### config.mk
export PLATFORM = sky130hd
export DESIGN_NAME = sbus_datapath
export DESIGN_NICKNAME = d
export VERILOG_FILES = /design/src/rtl/sbus_pkg.sv /design/src/rtl/sbus_regfile.sv /design/src/rtl/sbus_imm_ext.sv /design/src/rtl/sbus_alu.sv /design/src/rtl/sbus_datapath.sv
export SDC_FILE = /design/constraint.sdc
export NUM_CORES = 2
export LEC_CHECK = 0
export BUFFER_PORTS_ARGS = -buffer_cell sky130_fd_sc_hd__buf_4
export CAP_MARGIN = 20
export CORE_UTILIZATION = 50
export DETAILED_ROUTE_END_ITERATION = 8
export HOLD_SLACK_MARGIN = 0.06
export PLACE_DENSITY = 0.66
export SYNTH_ARGS = -nofsm -noshare
export SYNTH_HDL_FRONTEND = slang
export SYNTH_HIERARCHICAL = 1
export SYNTH_SLANG_ARGS = --single-unit
export TNS_END_PERCENT = 1
### constraint.sdc
create_clock -name clk -period 12.47 [get_ports clk]
set_clock_uncertainty 0.2 [all_clocks]
set_input_delay 2.494 -clock clk [delete_from_list [all_inputs] [get_ports clk]]
set_output_delay 2.494 -clock clk [all_outputs]
set_load 0.005 [all_outputs]
### src/rtl/sbus_pkg.sv
package sbus_pkg;

  typedef enum logic [2:0] {
    SEL_RS1  = 3'd0,
    SEL_RS2  = 3'd1,
    SEL_RD   = 3'd2,
    SEL_LINK = 3'd3,
    SEL_PC   = 3'd4
  } rsel_e;

  typedef enum logic [1:0] {
    EXT_S16 = 2'd0,
    EXT_Z16 = 2'd1,
    EXT_S26 = 2'd2,
    EXT_NUL = 2'd3
  } ext_e;

  typedef enum logic [1:0] {
    ALU_ADD  = 2'd0,
    ALU_INC4 = 2'd1,
    ALU_FUNC = 2'd2,
    ALU_PASS = 2'd3
  } aluop_e;

  typedef enum logic [2:0] {
    FN_ADD = 3'd0,
    FN_SUB = 3'd1,
    FN_AND = 3'd2,
    FN_OR  = 3'd3,
    FN_XOR = 3'd4,
    FN_SLL = 3'd5,
    FN_SRL = 3'd6,
    FN_SLT = 3'd7
  } func_e;

  // Instruction field positions; the sequencer decodes the opcode field.
  localparam int OPC_HI  = 31;
  localparam int OPC_LO  = 26;
  localparam int RS1_HI  = 25;
  localparam int RS1_LO  = 21;
  localparam int RS2_HI  = 20;
  localparam int RS2_LO  = 16;
  localparam int RD_HI   = 15;
  localparam int RD_LO   = 11;
  localparam int IMM_S   = 16;
  localparam int IMM_L   = 26;
  localparam int LINK_IX = 31;

endpackage

### src/rtl/sbus_regfile.sv
module sbus_regfile #(
  parameter int W    = 32,
  parameter int NREG = 32,
  localparam int AW  = $clog2(NREG + 1)
) (
  input  logic          clk,
  input  logic          rst_n,
  input  logic [AW-1:0] addr,
  input  logic          we,
  input  logic [W-1:0]  wdata,
  output logic [W-1:0]  rdata
);

  // Entries 0..NREG-1 are general registers; entry NREG is the program counter.
  logic [W-1:0] ent [NREG+1];

  always_ff @(posedge clk or negedge rst_n) begin
    if (!rst_n) begin
      for (int i = 0; i <= NREG; i++) ent[i] <= '0;
    end else if (we) begin
      ent[addr] <= wdata;
    end
  end

  assign rdata = ent[addr];

endmodule

### src/rtl/sbus_imm_ext.sv
module sbus_imm_ext
  import sbus_pkg::*;
#(
  parameter int W = 32
) (
  input  logic [W-1:0] ir,
  input  logic [1:0]   mode,
  output logic [W-1:0] imm
);

  always_comb begin
    unique case (ext_e'(mode))
      EXT_S16: imm = {{(W-IMM_S){ir[IMM_S-1]}}, ir[IMM_S-1:0]};
      EXT_Z16: imm = {{(W-IMM_S){1'b0}}, ir[IMM_S-1:0]};
      EXT_S26: imm = {{(W-IMM_L){ir[IMM_L-1]}}, ir[IMM_L-1:0]};
      default: imm = '0;
    endcase
  end

endmodule

### src/rtl/sbus_alu.sv
module sbus_alu
  import sbus_pkg::*;
#(
  parameter int W = 32,
  localparam int SW = $clog2(W)
) (
  input  logic [W-1:0] a,
  input  logic [W-1:0] b,
  input  logic [1:0]   op,
  input  logic [2:0]   func,
  output logic [W-1:0] y
);

  logic [W-1:0] fn_y;
  logic [SW-1:0] sh;

  assign sh = b[SW-1:0];

  always_comb begin
    unique case (func_e'(func))
      FN_ADD: fn_y = a + b;
      FN_SUB: fn_y = a - b;
      FN_AND: fn_y = a & b;
      FN_OR:  fn_y = a | b;
      FN_XOR: fn_y = a ^ b;
      FN_SLL: fn_y = a << sh;
      FN_SRL: fn_y = a >> sh;
      default: fn_y = {{(W-1){1'b0}}, ($signed(a) < $signed(b))};
    endcase
  end

  always_comb begin
    unique case (aluop_e'(op))
      ALU_ADD:  y = a + b;
      ALU_INC4: y = a + W'(4);
      ALU_FUNC: y = fn_y;
      default:  y = a;
    endcase
  end

endmodule

### src/rtl/sbus_datapath.sv
module sbus_datapath
  import sbus_pkg::*;
#(
  parameter int W    = 32,
  parameter int NREG = 32,
  localparam int AW  = $clog2(NREG + 1),
  localparam int OW  = OPC_HI - OPC_LO + 1
) (
  input  logic          clk,
  input  logic          rst_n,
  input  logic [2:0]    reg_sel,
  input  logic          en_reg,
  input  logic          en_imm,
  input  logic          en_alu,
  input  logic          en_mem,
  input  logic          ld_ir,
  input  logic          ld_a,
  input  logic          ld_b,
  input  logic          ld_ma,
  input  logic          reg_wr,
  input  logic          mem_wr,
  input  logic [1:0]    ext_sel,
  input  logic [1:0]    alu_op,
  input  logic [W-1:0]  mem_rdata,
  input  logic          mem_busy,
  output logic          mem_rd,
  output logic          mem_we,
  output logic [W-1:0]  mem_addr,
  output logic [W-1:0]  mem_wdata,
  output logic [W-1:0]  bus,
  output logic [OW-1:0] opcode,
  output logic          zero,
  output logic          busy
);

  logic [W-1:0] ir_q, a_q, b_q, ma_q;
  logic [W-1:0] rf_rdata, imm_val, alu_y;
  logic [AW-1:0] rf_addr;

  // Register select decode
  always_comb begin
    unique case (reg_sel)
      SEL_RS1:  rf_addr = AW'(ir_q[RS1_HI:RS1_LO]);
      SEL_RS2:  rf_addr = AW'(ir_q[RS2_HI:RS2_LO]);
      SEL_RD:   rf_addr = AW'(ir_q[RD_HI:RD_LO]);
      SEL_LINK: rf_addr = AW'(LINK_IX);
      default:  rf_addr = AW'(NREG);
    endcase
  end

  sbus_regfile #(.W(W), .NREG(NREG)) i_rf (
    .clk   (clk),
    .rst_n (rst_n),
    .addr  (rf_addr),
    .we    (reg_wr),
    .wdata (bus),
    .rdata (rf_rdata)
  );

  sbus_imm_ext #(.W(W)) i_ext (
    .ir   (ir_q),
    .mode (ext_sel),
    .imm  (imm_val)
  );

  sbus_alu #(.W(W)) i_alu (
    .a    (a_q),
    .b    (b_q),
    .op   (alu_op),
    .func (ir_q[2:0]),
    .y    (alu_y)
  );

  // Shared bus: AND-OR of gated sources, idle value zero
  always_comb begin
    bus = '0;
    bus |= {W{en_reg}} & rf_rdata;
    bus |= {W{en_imm}} & imm_val;
    bus |= {W{en_alu}} & alu_y;
    bus |= {W{en_mem}} & mem_rdata;
  end

  // Bus destinations
  always_ff @(posedge clk or negedge rst_n) begin
    if (!rst_n) begin
      ir_q <= '0;
      a_q  <= '0;
      b_q  <= '0;
      ma_q <= '0;
    end else begin
      if (ld_ir) ir_q <= bus;
      if (ld_a)  a_q  <= bus;
      if (ld_b)  b_q  <= bus;
      if (ld_ma) ma_q <= bus;
    end
  end

  assign mem_addr  = ma_q;
  assign mem_wdata = bus;
  assign mem_rd    = en_mem;
  assign mem_we    = mem_wr;
  assign busy      = mem_busy;
  assign opcode    = ir_q[OPC_HI:OPC_LO];
  assign zero      = (a_q == '0);

endmodule

* Word-level counts from Yosys, hierarchy flattened *
Cells that the tools add are included.

storage, ports and cells
  register bits = 1184
  output and inout bits = 106
  word-level logic and storage cells = 85

operators by class
  add/sub/neg operators = 3
  $lt $le $gt $ge = 3
  equal/unequal tests = 13
  shift-type cells = 2
  multiplexer cells = 10
  bitwise operators = 11
  reductions and logical operators = 6

operator list
  cell                     count
  $bwmux W1056             1
  $pmux W32 S7             1
  $bmux W32 S6             1
  $demux W32 S6            1
  $pmux W32 S3             2
  $and A32 B32 Y32         5
  $or A32 B32 Y32          4
  $mux W32                 3
  $add A32 B3 Y32 const B  1
  $add A32 B32 Y32         1
  $logic_not A32 Y1        1
  $lt A32 B32 Y1           1
  $shl A32 B5 Y32          1
  $shr A32 B5 Y32          1
  $sub A32 B32 Y32         1
  $xor A32 B32 Y32         1
  $pmux W6 S4              1
  $eq A3 B2 Y1 const B     4
  $eq A3 B3 Y1 const B     3
  $ge A7 B7 Y1 const B     1
  $lt A7 B1 Y1 const B     1
  $not A6 Y7               1
  $eq A3 B1 Y1 const B     2
  $logic_not A3 Y1         2
  other kinds (4)          7

* Depth between registers and ports, before layout *
  depth in word-level cells = 11
  gate-level depth with buffers = 20
  gate-level depth less buffers = 15

* Cells and area by module *
Netlist, hierarchy kept.

by module, submodules not included
  module         instances  cells an instance  area each (um^2)
  sbus_regfile   1          3420               48168.7
  sbus_alu       1          1385               9904.5
  sbus_datapath  1          590                6251.0
  sbus_imm_ext   1          48                 347.8

* Worst setup path after synthesis *
Ideal clock, no wire load.

  path type = input to output
  start point = input port reg_sel[0]
  end point = output port mem_wdata[11]
  arrival time = 5421 ps
  required time = 9776 ps
  path slack = 4355 ps
  stages on the path = 17
  buffers on the path = 7
  path through = clkbuf_1 -> mux2_2 -> o22ai_1 -> nor2_1 -> buf_6 -> buf_6 -> buf_6 -> buf_2 -> buf_2 -> a221oi_1 -> o22ai_1 -> a22oi_1 -> nand3_1 -> a22o_1 -> a221oi_4 -> inv_1 -> buf_4

between the ends
  word-level cells in the longest chain between the ends = 10

ends and longest elaborated chain
  item                                           RTL line             source
  start, declared                                sbus_datapath.sv:11  input logic [2:0] reg_sel,
  $eq A3 B2 Y1, or another cell as far along     sbus_datapath.sv:42  unique case (reg_sel)
  $pmux W6 S4 *                                  sbus_datapath.sv:42
  named net rf_addr[1]                           sbus_datapath.sv:38  logic [AW-1:0] rf_addr;
  $not A6 Y7 (implied by the code) *             sbus_regfile.sv:25   assign rdata = ent[addr];
  $bmux W32 S6 *                                 sbus_regfile.sv:25
  $mux W32 (implied by the code) * (2 in a row)  sbus_regfile.sv:25
  named net rf_rdata[11]                         sbus_datapath.sv:37  logic [W-1:0] rf_rdata, imm_val, alu_y;
  $and A32 B32 Y32 *                             sbus_datapath.sv:77  bus |= {W{en_reg}} & rf_rdata;
  $or A32 B32 Y32 *                              sbus_datapath.sv:78  bus |= {W{en_imm}} & imm_val;
  $or A32 B32 Y32 *                              sbus_datapath.sv:79  bus |= {W{en_alu}} & alu_y;
  $or A32 B32 Y32 *                              sbus_datapath.sv:80  bus |= {W{en_mem}} & mem_rdata;
  end, declared                                  sbus_datapath.sv:29  output logic [W-1:0] mem_wdata,

Mark *: on every way through the listed nets, which the timed path passes. The rest lies on a longest branch. The select of a mux whose other input is x is not followed.

* Final worst setup path *
  start point = input port reg_sel[0]
  end point = output port bus[29]

between the ends
  word-level cells in the longest chain between the ends = 10

ends and longest elaborated chain
  item                                           RTL line             source
  $eq A3 B2 Y1, or another cell as far along     sbus_datapath.sv:42
  $pmux W6 S4 *                                  sbus_datapath.sv:42
  named net rf_addr[0]                           sbus_datapath.sv:38
  $not A6 Y7 (implied by the code) *             sbus_regfile.sv:25
  $bmux W32 S6 *                                 sbus_regfile.sv:25
  $mux W32 (implied by the code) * (2 in a row)  sbus_regfile.sv:25
  named net rf_rdata[29]                         sbus_datapath.sv:37
  $and A32 B32 Y32 *                             sbus_datapath.sv:77
  $or A32 B32 Y32 *                              sbus_datapath.sv:78
  $or A32 B32 Y32 *                              sbus_datapath.sv:79
  $or A32 B32 Y32 *                              sbus_datapath.sv:80
  end, declared                                  sbus_datapath.sv:30  output logic [W-1:0] bus,

Marked as above.

==> run summary <==
=====================================================================================================
Starting Density                                                                                0.505
Routed WL per cell                                                                            32.5 um
Crit-path cells                                                                          buf_4, mux2_2, o22ai_1, nor2_4, buf_12, nor3_2, and2_2, buf_4, a22oi_1, and3_1, nand4_1, a22o_1, a221oi_4, inv_1, buf_4
Synthesized-area fraction occupied by and/or/nand/nor cells                                    0.0570
Worst reg2reg path depth                                                                           15
Number of antenna violations at the first check in global routing                                   7
Fraction of final layout cells sized beyond drive strength 1                                    0.290
Period utilisation layout                                                                       0.817
Clock Latency Late Sink                                                                       0.74 ns
Hold Slack                                                                                   0.279 ns
Root buffer selected by CTS                                                                 clkbuf_16
Final wirelength                                                                            231000 um
Reg2reg start                                                                                 a_q[13]
EDFF count, synth                                                                                   0
Required time of the worst setup path                                                         9.78 ns
Mean instance size in the synthesized netlist                                                11.9 um2
Setup violation total in the final timing report                                                    0
Sum of buffers and inverters on the critical path                                                   5
Final worst path period need                                                                 10.19 ns
Buffer levels on the longest clock path                                                             3
Max-slew headroom at the worst pin                                                              0.188
Slack of the worst reg-to-reg path                                                            5.99 ns
H-tree depth reported by CTS                                                                        3
Global routing usage summed across all routing layers                                           0.352
PwrDens                                                                                    214 nW/um2
Actual slew at the worst max-slew pin                                                         1.21 ns
Startpoint class of the critical path                                                      input port
Hpwl dp                                                                                     150000 um
Maximum ir drop on the vdd rail                                                            0.000141 V
Hold bufs inserted after CTS                                                                        0
Number of vias in the routed layout                                                             47600
Worst Hold Endpoint                                                                      i_rf/ent[172]
Routability congestion estimate from global placement                                            1.05
Dpl cells                                                                                        6898
Critical Path Sink Type                                                                    output pin
Total of warnings raised by yosys                                                                   6
Total I/O pin count                                                                               158
Combinational family with the most area after synthesis                                  multiplexers
FFs w/ async S/R, synth                                                                          1.00
Reg2reg end                                                                              i_rf/ent[60]
Sum Neg Setup Slack                                                                              0 ns
Max_cap viols                                                                                       0
Standard-cell row count                                                                           131
Unrepaired setup endpoints after global routing                                                 false
Wire length of the first global-routing pass                                                338000 um
Area share of the leading cell type in the synthesized netlist                                  0.458
Number of nets in the synthesized netlist                                                        5603
Max-slew violation count                                                                            0
Detail-routed via count per cell                                                                 6.68
TritonCTS clock tree                                                                            built
Vertical die dimension                                                                         362 um
Highest attainable clock frequency                                                           98.1 MHz
Die Outline Area                                                                           131000 um2
Synth Cell Area                                                                             64700 um2
Largest net degree at the start of global routing                                                 179
Cell types occupying the most area after synthesis                                       dfrtp_1 (46%), mux2_2 (14%), mux2_1 (5.7%), mux4_2 (3.4%), mux2i_1 (2.8%)
Worst hold path startpoint                                                               i_rf/ent[172]
Portion of netlist area occupied by mux cells                                                   0.269
Detailed-router iteration count before antenna repair                                               7
Core Box Area                                                                              128000 um2
Commonest non-fill, non-tap cell in the layout                                                dfrtp_1
Xor and xnor fraction of the mapped netlist area                                              0.00772
Buffers on Ports                                                                                  153
Highest cell delay on the worst timing path                                                   0.81 ns
Path type of the worst min-delay path                                                    register to register
Number of buffers inserted during clock tree synthesis                                            115
Critical Setup Path Class                                                                input port to output pin
# Post-CTS Setup Buffers                                                                            0
Residual overflow from global routing                                                               0
Cell mode on critical path                                                                      buf_4
Flip-flop and latch count after synthesis                                                        1184
Family with the most delay on the worst path                                             simple AND/OR/NAND/NOR gates
DR DRC count                                                                                        0
Post-synthesis share of cell area spent on full adders, half adders and majority gates         0.0211
Max Fanout on Critical Path                                                                        35
Non-Filler Instances                                                                             7122
Critical-path top delay cell                                                                    inv_1
Reg clk slew, reported paths                                                                  0.06 ns
Number of nets with antenna violations after detailed routing                                       0
Synth Flop Type                                                                               dfrtp_1
Cell taking the most area after synthesis                                                     dfrtp_1
Count of routing violations after the opening detailed-route iteration                           5191
Outcome                                                                                  complete, no violations
Proportion of synthesized chip area in sequential cells                                         0.458
Final Hold Fails                                                                                    0
Die extent in x                                                                                362 um
Most used cells in the layout excluding fill and tap cells                               dfrtp_1 (1180), mux2_2 (824), mux2_1 (330)
Leakage                                                                                       32.1 nW
Post-cts resize count                                                                               0
Compound-Gate Fraction of Synth Area                                                            0.134
Number of global-route vias before repair                                                       47100
Post-synthesis cell count                                                                        5443
Count of distinct cell types in the synthesized netlist                                           106
TritonCTS Sinks                                                                                  1184
Hold-critical path depth                                                                            1
Data arrival time of the critical path                                                        7.50 ns
NumNets Final                                                                                    5459
Syn-to-layout area delta                                                                        9.69%
=====================================================================================================
[cell type report]
| cell class | instances | area [um2] |
|---|---|---|
| clock inverter | 47 | 782 |
| antenna | 4 | 10.0 |
| sequential | 1184 | 29600 |
| clock buffer | 160 | 3300 |
| inverter | 131 | 492 |
| timing repair buffer | 305 | 2680 |
| tap | 1729 | 2160 |
| fill | 10700 | 57100 |
| multi-input combinational | 3562 | 31900 |
[state kept, by name, summed over array words and instances, names as in the netlist]
| register | flops |
|---|---|
| a_q | 32 |
| b_q | 32 |
| i_rf/ent | 1056 |
| ir_q | 32 |
| mem_addr | 32 |
[cell families (layout without fill, tap and decap cells)]
kind of cell	count (synthesis)	after routing
mux	1450	1450
flops	1184	1184
compound gates	1168	1168
simple gates	779	779
buf+inv	697	643
fa+ha+maj	108	108
xor+xnor	57	57
other cells	0	4
[cell usage after synthesis, drive strengths merged, types with 25 or more instances]
master,n
nand3,42
a21oi,293
ha,106
mux4,112
nand4,29
dfrtp,1184
a31oi,28
o21ai,147
o22ai,105
mux2,1154
clkbuf,249
nor2,336
o211ai,25
a22o,52
and3,26
a221oi,168
xnor2,52
nor3,38
mux2i,184
buf,317
nand2,176
a22oi,132
inv,128
and2,27
[stage by stage]
stage                     setup slack [ns]  total power, mW  cell area, um2  utilization
final                                 2.28             15.2           70900        0.554
after global routing                  2.16             15.8           70900        0.554
after CTS                             2.33             15.0           70600        0.551
after detailed placement              2.35             11.3           66500        0.520
after global placement                2.34             11.1           66500        0.520
after floorplan                       4.35             9.35           64700            -
[layer usage]
layer	track usage	up-vias	share of wire
li1	-	19800	-
met1	0.449	24800	0.39
met2	0.564	2332	0.47
met3	0.0638	658	0.079
met4	0.201	8	0.064
met5	0	-	0.00024
[how the worst max path moves through the flow]
stage,start,to,slack (ns),cells past startpoint
finish,reg_sel[0],bus[29],2.28,15
global route,reg_sel[0],mem_wdata[29],2.16,15
CTS,reg_sel[0],bus[1],2.33,14
detailed placement,reg_sel[0],bus[1],2.35,15
global placement,reg_sel[0],bus[1],2.34,14
floorplan,reg_sel[0],mem_wdata[11],4.35,17
[power breakdown]
| part | switching (mW) | internal (mW) |
|---|---|---|
| Combinational | 3.23 | 2.38 |
| Sequential | 0.799 | 5.01 |
| Clock | 1.54 | 2.22 |
(Power assumes the default switching activity.)
